## config.mk

```make
export PLATFORM = sky130hd
export DESIGN_NAME = dctimer
export DESIGN_NICKNAME = d
export VERILOG_FILES = /design/src/rtl/dctimer.sv
export SDC_FILE = /design/constraint.sdc
export NUM_CORES = 1
export LEC_CHECK = 0
export BUFFER_PORTS_ARGS = -buffer_cell sky130_fd_sc_hd__buf_2
export CAP_MARGIN = 40
export CORE_UTILIZATION = 50
export DETAILED_ROUTE_END_ITERATION = 12
export GPL_ROUTABILITY_DRIVEN = 1
export MAX_ROUTING_LAYER = met4
export PLACE_DENSITY_LB_ADDON = 0.25
export SYNTH_ARGS = -nofsm -noshare
export SYNTH_HDL_FRONTEND = slang
export SYNTH_SLANG_ARGS = --single-unit
```

## constraint.sdc

```tcl
create_clock -name clk -period 3.8 [get_ports clk]
set_input_delay 0.19 -clock clk [delete_from_list [all_inputs] [get_ports clk]]
set_output_delay 0.19 -clock clk [all_outputs]
set_load 0.01 [all_outputs]
```

## src/rtl/dctimer.sv

```systemverilog
`timescale 1ns/1ps
module dctimer #(
  parameter int DW = 32,
  parameter int AW = 8,
  parameter int NTICK = 16,
  parameter logic [DW-1:0] RELOAD_VAL = 'hFFFF
) (
  input  logic          clk,
  input  logic          rst_n,
  input  logic          bus_we,
  input  logic [AW-1:0] bus_addr,
  input  logic [DW-1:0] bus_wdata,
  output logic [DW-1:0] bus_rdata,
  input  logic [NTICK-1:0] tick_in,
  output logic          irq
);
  localparam int SW = $clog2(NTICK);
  localparam logic [AW-1:0] A_BLK = 'h00, A_CTL = 'h20, A_CNT = 'h30, A_MAT = 'h50;
  localparam logic [DW-1:0] CTL_MASK = (DW'(1) << 15) | (DW'(1) << 14) | (DW'(1) << 11)
                                     | (DW'(1) << 7) | (DW'(1) << 6) | DW'(NTICK - 1);

  function automatic logic [DW-1:0] apply(input logic [1:0] op, input logic [DW-1:0] cur, wd);
    case (op)
      2'd1:    return cur | wd;
      2'd2:    return cur & ~wd;
      default: return wd;
    endcase
  endfunction

  logic          srst, pend_v;
  logic [DW-1:0] ctl, cnt, mat, pend;

  wire [1:0]    op     = bus_addr[3:2];
  wire          wr_ok  = bus_we && bus_addr[1:0] == 2'b00 && op != 2'b11;
  wire [AW-1:0] base   = {bus_addr[AW-1:4], 4'h0};
  wire          wr_blk = wr_ok && base == A_BLK;
  wire          wr_ctl = wr_ok && base == A_CTL && !srst;
  wire          wr_cnt = wr_ok && base == A_CNT && !srst;
  wire          wr_mat = wr_ok && base == A_MAT && !srst;

  wire          mm   = ctl[11];
  wire          rld  = ctl[6];
  wire          upd  = ctl[7];
  wire          tick = tick_in[ctl[SW-1:0]] && !srst;
  wire [DW-1:0] dec  = cnt - 1'b1;
  wire          cnt_now = wr_cnt && !upd;
  wire          evt  = tick && !pend_v && !cnt_now && (mm ? dec == mat : cnt == DW'(1));
  wire [DW-1:0] blk_nxt = apply(op, {srst, {(DW-1){1'b0}}}, bus_wdata);
  wire [DW-1:0] ctl_wr  = (wr_ctl ? apply(op, ctl, bus_wdata) : ctl) & CTL_MASK;

  assign irq = ctl[15] & ctl[14];

  always_comb begin
    case (base)
      A_BLK:   bus_rdata = {srst, {(DW-1){1'b0}}};
      A_CTL:   bus_rdata = ctl;
      A_CNT:   bus_rdata = cnt;
      A_MAT:   bus_rdata = mat;
      default: bus_rdata = '0;
    endcase
  end

  always_ff @(posedge clk or negedge rst_n) begin
    if (!rst_n) begin
      srst <= 1'b0;
    end else if (wr_blk) begin
      srst <= blk_nxt[DW-1];
    end
  end

  always_ff @(posedge clk or negedge rst_n) begin
    if (!rst_n) begin
      ctl <= '0;
      mat <= '0;
    end else if (srst) begin
      ctl <= '0;
      mat <= '0;
    end else begin
      ctl <= ctl_wr | (DW'(evt) << 15);
      if (wr_mat) mat <= apply(op, mat, bus_wdata);
    end
  end

  always_ff @(posedge clk or negedge rst_n) begin
    if (!rst_n) begin
      cnt    <= '0;
      pend   <= '0;
      pend_v <= 1'b0;
    end else if (srst) begin
      cnt    <= '0;
      pend   <= '0;
      pend_v <= 1'b0;
    end else begin
      if (cnt_now)                  cnt <= apply(op, cnt, bus_wdata);
      else if (tick && pend_v)      cnt <= pend;
      else if (tick && (mm || cnt != '0)) cnt <= dec;
      else if (tick && rld)         cnt <= RELOAD_VAL;
      if (wr_cnt && upd) begin
        pend   <= apply(op, cnt, bus_wdata);
        pend_v <= 1'b1;
      end else if (tick) begin
        pend_v <= 1'b0;
      end
    end
  end
endmodule

```

Yosys cells after proc, flatten, opt, wreduce, memory -nomap -nowiden:

Cells that the tools add are included.

* add/subtract/negate cells: 1
* $lt $le $gt $ge: 1
* eq/ne operators: 8
* mux-type cells: 22
* bitwise gates (word level): 11
* reductions and logical operators: 30

Operators by type and width (count)
* 32-bit two-way mux: 9
* 32-bit one-hot mux with 2 select lines: 3
* 32-bit one-hot mux with 4 select lines: 1
* 32-bit AND: 3
* 32-bit OR: 3
* 32-bit by 1-bit == test with 1-bit output (second input constant): 1
* 32-bit == test: 1
* 16-bit two-way mux: 2
* 32-bit inverter: 1
* 16-bit OR: 2
* 16-bit one-hot mux with 2 select lines: 1
* 32-bit nonzero test: 1
* 32-bit by 1-bit subtractor with 32-bit output (second input constant): 1
* 1-bit logical AND: 18
* 16-bit AND: 1
* 4-bit by 2-bit == test with 1-bit output (second input constant): 2
* 8-bit zero test: 1
* 4-bit by 5-bit less-than comparator with 1-bit output (second input constant): 1
* 1-bit two-way mux: 5
* 5-bit nonzero test: 1
* 1-bit binary-select mux with 4-bit select: 1
* 4-bit by 3-bit == test with 1-bit output (second input constant): 1
* 1-bit zero test: 4
* 2-bit nonzero test: 2
* 7 further kinds: 7

* flip-flop bits (word level): 114
* bits of input ports: 59
* output and inout port bits: 33
* word-level logic and storage cells: 79

Longest topological paths before layout:

Gate-level depths: netlist (run 1).

* depth in word-level cells: 11
* mapped depth: 13
* mapped depth without buffers: 9

Least setup slack after synthesis (run 1):

No wires, ideal clock.

* kind: register to register
* from: register cnt[0]
* to: register ctl[15]
* library setup time: 81 ps
* arrival: 3055 ps
* data required time: 3719 ps
* path slack: 664 ps
* cell stages (with the launch flop): 12
* buffers on the path: 2
* period minus slack after synthesis: 3136 ps
* path through: dfrtp_1 -> clkbuf_1 -> inv_1 -> ha_1 -> buf_4 -> or3b_2 -> or4_2 -> mux2i_1 -> a211oi_1 -> nand4b_1 -> or4_1 -> o22ai_2

* longest elaborated chain between the ends: 6
* elaborated cells on any way between the ends: 7
* those cells by class: 1 x add/sub; 2 x eq/ne; 2 x mux; 1 x bitwise; 1 x reduce/logical

Ends and longest elaborated chain
* start: declaration: line 31 `logic [DW-1:0] ctl, cnt, mat, pend;`
* start signal: assignment: line 94 `if (cnt_now) cnt <= apply(op, cnt, bus_wdata);`
* start signal: assignment: line 95 `else if (tick && pend_v) cnt <= pend;`
* 32-bit by 1-bit subtractor with 32-bit output: line 45 `wire [DW-1:0] dec = cnt - 1'b1;`
* 32-bit == test: line 47 `wire evt = tick && !pend_v && !cnt_now && (mm ? dec == mat : cnt == DW'(1));`
* 1-bit two-way mux (*): line 47
* 1-bit logical AND (*): line 47
* 16-bit OR (*): line 79 `ctl <= ctl_wr | (DW'(evt) << 15);`
* 16-bit two-way mux (*): line 75 `end else if (srst) begin`
* end signal: assignment: line 79
* end: declaration: line 31

Mark *: on every way between the ends. The rest lies on a longest branch, timed or not.
A chain may end at the register's enable or synchronous reset.

Final worst setup path (run 1):

* from: register cnt[1]
* to: register ctl[15]

Same word-level chain as after synthesis.

==> impl_metrics.toml, run 1 <==
[run_status]
status = "complete, no violations"

[cts]
cts_root_buf = "clkbuf_16"
insertion_delay_ns = 0.36
clkTransAtPathRegs_ns = 0.08
post_cts_buffers = 0
cts_sinks = 107
ctsResizeCount = 0
cts_max_level = 3
clock_path_buffers = 2
cts_buffers = 9
cts_tree = "yes"

[sta]
fin_skew_ns = 0.005812
slew_viol_final = 0
hold_ws_ns = 0.1329
layout_worst_path_cycle_share_pct = 87.98
worst_pin_slew_ns = 0.6959
slew_headroom_pct = 53.22
finalSetupViolations = 0
fin_setup_tns_ns = 0
period_needed_ns = 3.343
hold_viol = 0
rsz0062_at_grt = "no"
max_freq_mhz = 299.1

[critical_path]
cp_data_required_time_ns = 4.09
cp_top_family = "simple AND/OR/NAND/NOR gates"
cp.depth = 9
reg2reg_depth = 9
critPathSlowestCell = "or4_2"
worstPathMaxFanout = 10
crit_type = "reg -> reg"
path_buf_inv = 1
crit_chain = "inv_1 -> ha_1 -> or3b_2 -> or4_2 -> mux2i_1 -> a211oi_1 -> nand4b_1 -> or4_1 -> o22ai_2"
worst-r2r-setup-slack_ns = 0.46
start_kind = "flop"
cpPeakStageDelay_ns = 0.59
crit_path_end_kind = "flop"
cp.arrival_ns = 3.63

[hold_path]
min-delay-path-class = "in -> reg"
hold_depth = 2

[yosys]
synth_nets = 1029
synth_area_leaders = "dfrtp_1 33%, o21ai_0 4.8%, a21oi_1 4.8%"
yosys.area.top_type = "dfrtp_1"
synthCells = 965
synth_edf_count = 0
ys_ff_latch = 107
synth_area_per_cell_um2 = 8.293
synth_flop_cell = "dfrtp_1"
synth_top_cell_area_share_pct = 33.46
synth_warnings = 0
syn_area_mm2 = 0.008003
ys_seq_area_share_pct = 33.46
synth-async-reset-ratio_pct = 100.0
synth_cell_types = 79

[routing]
ant_nets = 0
vias = 8050
wl_per_cell_um = 21.86
drt-total-wl_um = 26910
dr.pass1.iters = 5
drc = 0
viasPerCell = 6.539
drtIter0Drc = 914

[global_route]
grt_max_degree = 59
grt_pass1_wl_um = 41920
overflow = 0
antenna_found_initial = 1
grtUsageTotal_pct = 34.46
grt_pass1_vias = 7283

[cells_and_area]
instances_no_fill = 1231
fillers = 1454
layout_commonest_cell = "dfrtp_1"
multiInputGateArea_mm2 = 0.004850
drive_gt1_share_pct = 17.47
final_cell_area_mm2 = 0.008950
area_growth_pct = 11.84
seq_area_mm2 = 0.002679
final_cell_mix = "106 x dfrtp_1, 93 x nand2_1, 90 x buf_2"
final_nets = 1078

[placed_design]
routabilityCongestion = 0.9708
place_area_mm2 = 0.008665
dp_cells = 1213
port_buffers = 91
hpwlAfterDp_um = 19530

[die]
chipWidth_um = 128.5
dieArea_mm2 = 0.01651
fp-row-count = 45
die_h_um = 128.5
initial_utilization_pct = 51.87
io_pins = 92
core_mm2 = 0.01543

[pwr]
power.total_mw = 4.155
vdd_drop_max_mv = 0.2902
p_leak_nw = 4.003
p_per_area_mw_per_mm2 = 464.2

[run]
maxCapViolCount = 0
logic make-up after synthesis:
| logic type | Yosys count | share of synthesized area [%] |
|---|---|---|
| XOR/XNOR | 55 | 6.895 |
| adder cells (fa/ha/maj) | 5 | 0.7817 |
| buffers and inverters | 121 | 6.379 |
| AND/OR/NAND/NOR | 318 | 21.37 |
| AO/OA/AOI/OAI | 342 | 28.91 |
| flip-flops | 107 | 33.46 |
| multiplexers | 17 | 2.205 |
metrics by stage:
step | utilization, % | setup WS [ns]
2_1_floorplan | - | 0.6644
3_3_place_gp | 55.97 | 0.5715
3_5_place_dp | 56.16 | 0.4923
4_1_cts | 58.00 | 0.4845
5_1_grt | 58.01 | 0.3002
6_report | 58.01 | 0.4568
metal layers:
layer,global-route usage [%],routed length [µm],up-vias
met5,-,0,-
met4,10.52,573,0
met3,6.403,2533,47
met2,48.90,11700,419
met1,49.50,12110,3890
li1,-,-,3694
synthesized netlist by cell type (4+ instances only):
master	instances
dfrtp_1	107
nor2_1	64
o211ai_1	12
a22oi_1	9
o22ai_1	8
mux2i_1	12
nand2_1	93
o221a_2	4
a21o_1	27
nor3_1	28
or3_1	7
xor2_1	19
o31ai_1	4
buf_2	8
a222oi_1	10
nor4_1	13
ha_1	5
or2_2	5
xnor3_1	4
nor2b_1	8
and2_1	7
or4_1	10
and3_1	4
a221oi_1	11
a21oi_1	76
a2111oi_0	9
nand3_1	16
o21a_1	13
o21ai_0	77
inv_1	27
nand3b_1	24
xnor2_1	31
buf_6	4
mux2_2	5
a211oi_1	26
nand4_1	8
buf_1	4
a22o_1	25
clkbuf_1	72
a311oi_1	5
report_power, final:
group	leakage (nW)	total (mW)	internal [mW]	switching, mW
Sequential	1.42	1.69	1.30	0.381
Clock	0.129	0.922	0.454	0.468
Combinational	2.45	1.55	0.664	0.884
worst register-to-register path: stages, from the launching register on:
cell and delay, ns:
dfrtp_1 0.48, inv_1 0.14, ha_1 0.38, or3b_2 0.55, or4_2 0.59, mux2i_1 0.14
a211oi_1 0.17, nand4b_1 0.14, or4_1 0.55, o22ai_2 0.12
path summary, 6_finish.rpt:
kind / end / from
worst max-delay path: ctl[15] / cnt[1]
worst min-delay path: srst / bus_wdata[31]
worst max register to register: ctl[15] / cnt[1]
worst min register to register: pend[15] / pend[15]
max in group asynchronous: pend[23] / rst_n
min in group asynchronous: mat[0] / rst_n
state kept, by name, indices dropped and copies added, names as in the netlist:
name,count
ctl,9
mat,32
pend_v,1
srst,1
pend,32
cnt,32
area by class of cell:
type / count / area share [%]
well taps: 211 / 2.950
inverters: 29 / 1.216
repair buffers: 130 / 8.640
clock buffers: 12 / 2.642
multi-input cells: 737 / 54.19
clock inverters: 4 / 0.4054
diodes: 1 / 0.02796
flip-flops and latches: 107 / 29.93
what timing repair did:
item	CTS	global route
setup endpoints to repair	0	0
hold buffers	1	0
endpoints found under the hold margin	49	0
Power figures use the tool's default switching activity.
==> run 2, diff against run 1 <==
Settings changed: ABC_AREA set to 1.
==> run 2 against run 1 <==
- critical path type unchanged
- flip-flop and latch count unchanged
- sequential power fell by 22%
- cell area rose by 4.0%
- largest cell class unchanged
==> impl_metrics.toml, run 2 <==
[yosys]
yosysMostFrequentCell = "nand2_1"
ys_seq_area_share_pct = 32.54
synth_nets = 1350
netlist_top_cells_count = "292 x nand2_1, 174 x inv_1, 156 x o21ai_0"
yosys.area.top_type = "dfrtp_1"
synthCells = 1286
synth_cell_types = 43
synth_area_per_cell_um2 = 6.399
synth_area_leaders = "dfrtp_1 33%, nand2_1 13%, o21ai_0 9.5%"
synth_top_cell_area_share_pct = 32.54
ys_ff_latch = 107
synth-async-reset-ratio_pct = 100.0
syn_area_mm2 = 0.008229
synth_flop_cell = "dfrtp_1"
synth_warnings = 0
synth_edf_count = 0

[sta]
worst_pin_slew_ns = 0.9066
layout_worst_path_cycle_share_pct = 73.18
max_freq_mhz = 359.6
rsz0062_at_grt = "no"
fin_setup_tns_ns = 0
finalSetupViolations = 0
hold_viol = 0
slew_headroom_pct = 39.41
fin_skew_ns = 0.008067
period_needed_ns = 2.781
slew_viol_final = 0

[global_route]
grtUsageTotal_pct = 36.61
grt_pass1_vias = 8406
overflow = 0
grt_max_degree = 55
antenna_found_initial = 0
grt_pass1_wl_um = 45210

[critical_path]
cp.arrival_ns = 3.08
crit_type = "reg -> reg"
crit_path_end_kind = "flop"
critPathSlowestCell = "ha_1"
worstPathMaxFanout = 29
cp_data_required_time_ns = 4.10
cp_top_family = "simple AND/OR/NAND/NOR gates"
path_buf_inv = 4
start_kind = "flop"
cpPeakStageDelay_ns = 0.45
crit_chain = "inv_1 -> ha_1 -> nand2_4 -> nor2_8 -> nand2_4 -> inv_1 -> nand3_1 -> nand2_4 -> nand3_2 -> buf_4 -> inv_1 -> nand2_1 -> o21ai_1"

[die]
initial_utilization_pct = 51.43
dieArea_mm2 = 0.01698
io_pins = 92
core_mm2 = 0.01600
die_h_um = 130.3
fp-row-count = 46
chipWidth_um = 130.3

[placed_design]
place_area_mm2 = 0.008884
dp_cells = 1559
routabilityCongestion = 0.9979
hpwlAfterDp_um = 20540
port_buffers = 91

[cells_and_area]
instances_no_fill = 1576
final_cell_area_mm2 = 0.009306
top_regs = "cnt: 32 flops, mat: 32 flops, pend: 32 flops"
area_growth_pct = 13.09
final_nets = 1419
layout_commonest_cell = "nand2_1"
fillers = 1594
antenna_cells = 0
fin_util_pct = 58.16
drive_gt1_share_pct = 12.87
final_cell_mix = "292 x nand2_1, 174 x inv_1, 156 x o21ai_0"

[cts]
post_cts_buffers = 0
cts_sinks = 107
cts_max_level = 3
clock_path_buffers = 2
cts_tree = "yes"
clkTransAtPathRegs_ns = 0.08
cts_root_buf = "clkbuf_16"
insertion_delay_ns = 0.37
cts_buffers = 9

[pwr]
vdd_drop_max_mv = 0.2710
p_leak_nw = 4.554
p_per_area_mw_per_mm2 = 460.6

[routing]
viasPerCell = 5.936
drtIter0Drc = 1104
drt-total-wl_um = 29330
drc = 0
vias = 9355
dr.pass1.iters = 7
wl_per_cell_um = 18.61
ant_nets = 0

[run_status]
status = "complete, no violations"

[run]
maxCapViolCount = 0

[hold_path]
min-delay-path-class = "in -> reg"
==> run 2: final timing paths <==
check | from | to | slack (ns) | depth (start not counted)
min in group asynchronous | rst_n | cnt[4] | 0.41 | 2
min reg2reg | pend[15] | pend[15] | 0.48 | 2
max | cnt[1] | cnt[26] | 1.02 | 13
max reg2reg | cnt[1] | cnt[26] | 1.02 | 13
min | bus_wdata[1] | ctl[1] | 0.18 | 3
max in group asynchronous | rst_n | srst | 2.50 | 3
==> run 2: logic make-up after synthesis <==
kind of cell | count (synthesis) | synth area share (%)
DFF | 107 | 32.54
adders and majority gates | 5 | 0.7602
AOI/OAI and AO/OA | 352 | 24.07
xor gates and xnor gates | 4 | 0.5171
buffers and inverters | 237 | 11.31
and+or+nand+nor | 581 | 30.80
==> run 2: final cells by class <==
class	instances	area, µm²	share of cell area [%]
multi-input cells	942	4627	49.72
flip-flops and latches	107	2678	28.77
inverters	182	685.7	7.368
repair buffers	113	633.1	6.803
well taps	216	270.3	2.904
clock buffers	9	225.2	2.420
clock inverters	7	187.7	2.017
==> run 2: what timing repair did <==
item / 4_1_cts / 5_1_grt
hold buffers: 1 / 0
hold endpoints to repair: 52 / 0
gates resized for setup: 0 / 0
==> run 2: metrics by stage <==
step	power (mW)	hold slack [ns]	setup slack, ns
3_5_place_dp	2.927	0.2903	1.064
4_1_cts	4.233	0.1678	1.033
6_report	4.287	0.1772	1.019
5_1_grt	4.498	0.1935	0.7862
3_3_place_gp	2.913	0.2851	1.148
2_1_floorplan	2.452	-0.1056	1.744
==> run 2: where the power goes <==
part / leakage (nW) / switching [mW] / internal, mW / total [mW]
Combinational: 2.89 / 1.19 / 0.457 / 1.64
Clock: 0.196 / 0.478 / 0.845 / 1.32
Sequential: 1.47 / 0.105 / 1.21 / 1.32
Total: 4.55 / 1.77 / 2.52 / 4.29
==> run 2: worst min-delay path, delay by kind of cell <==
| kind | cells | cell delay (ns) |
|---|---|---|
| compound gates | 2 | 0.19 |
| buf+inv | 1 | 0.13 |
==> run 2: metal layers <==
metal  global-route usage [%]  vias up  share of wire (%)
li1                         -     4419                  -
met1                    48.69     4253                 42
met2                    51.81      577                 41
met3                    8.487      106                 11
met4                    18.54        0                4.6
met5                        -        -                  0
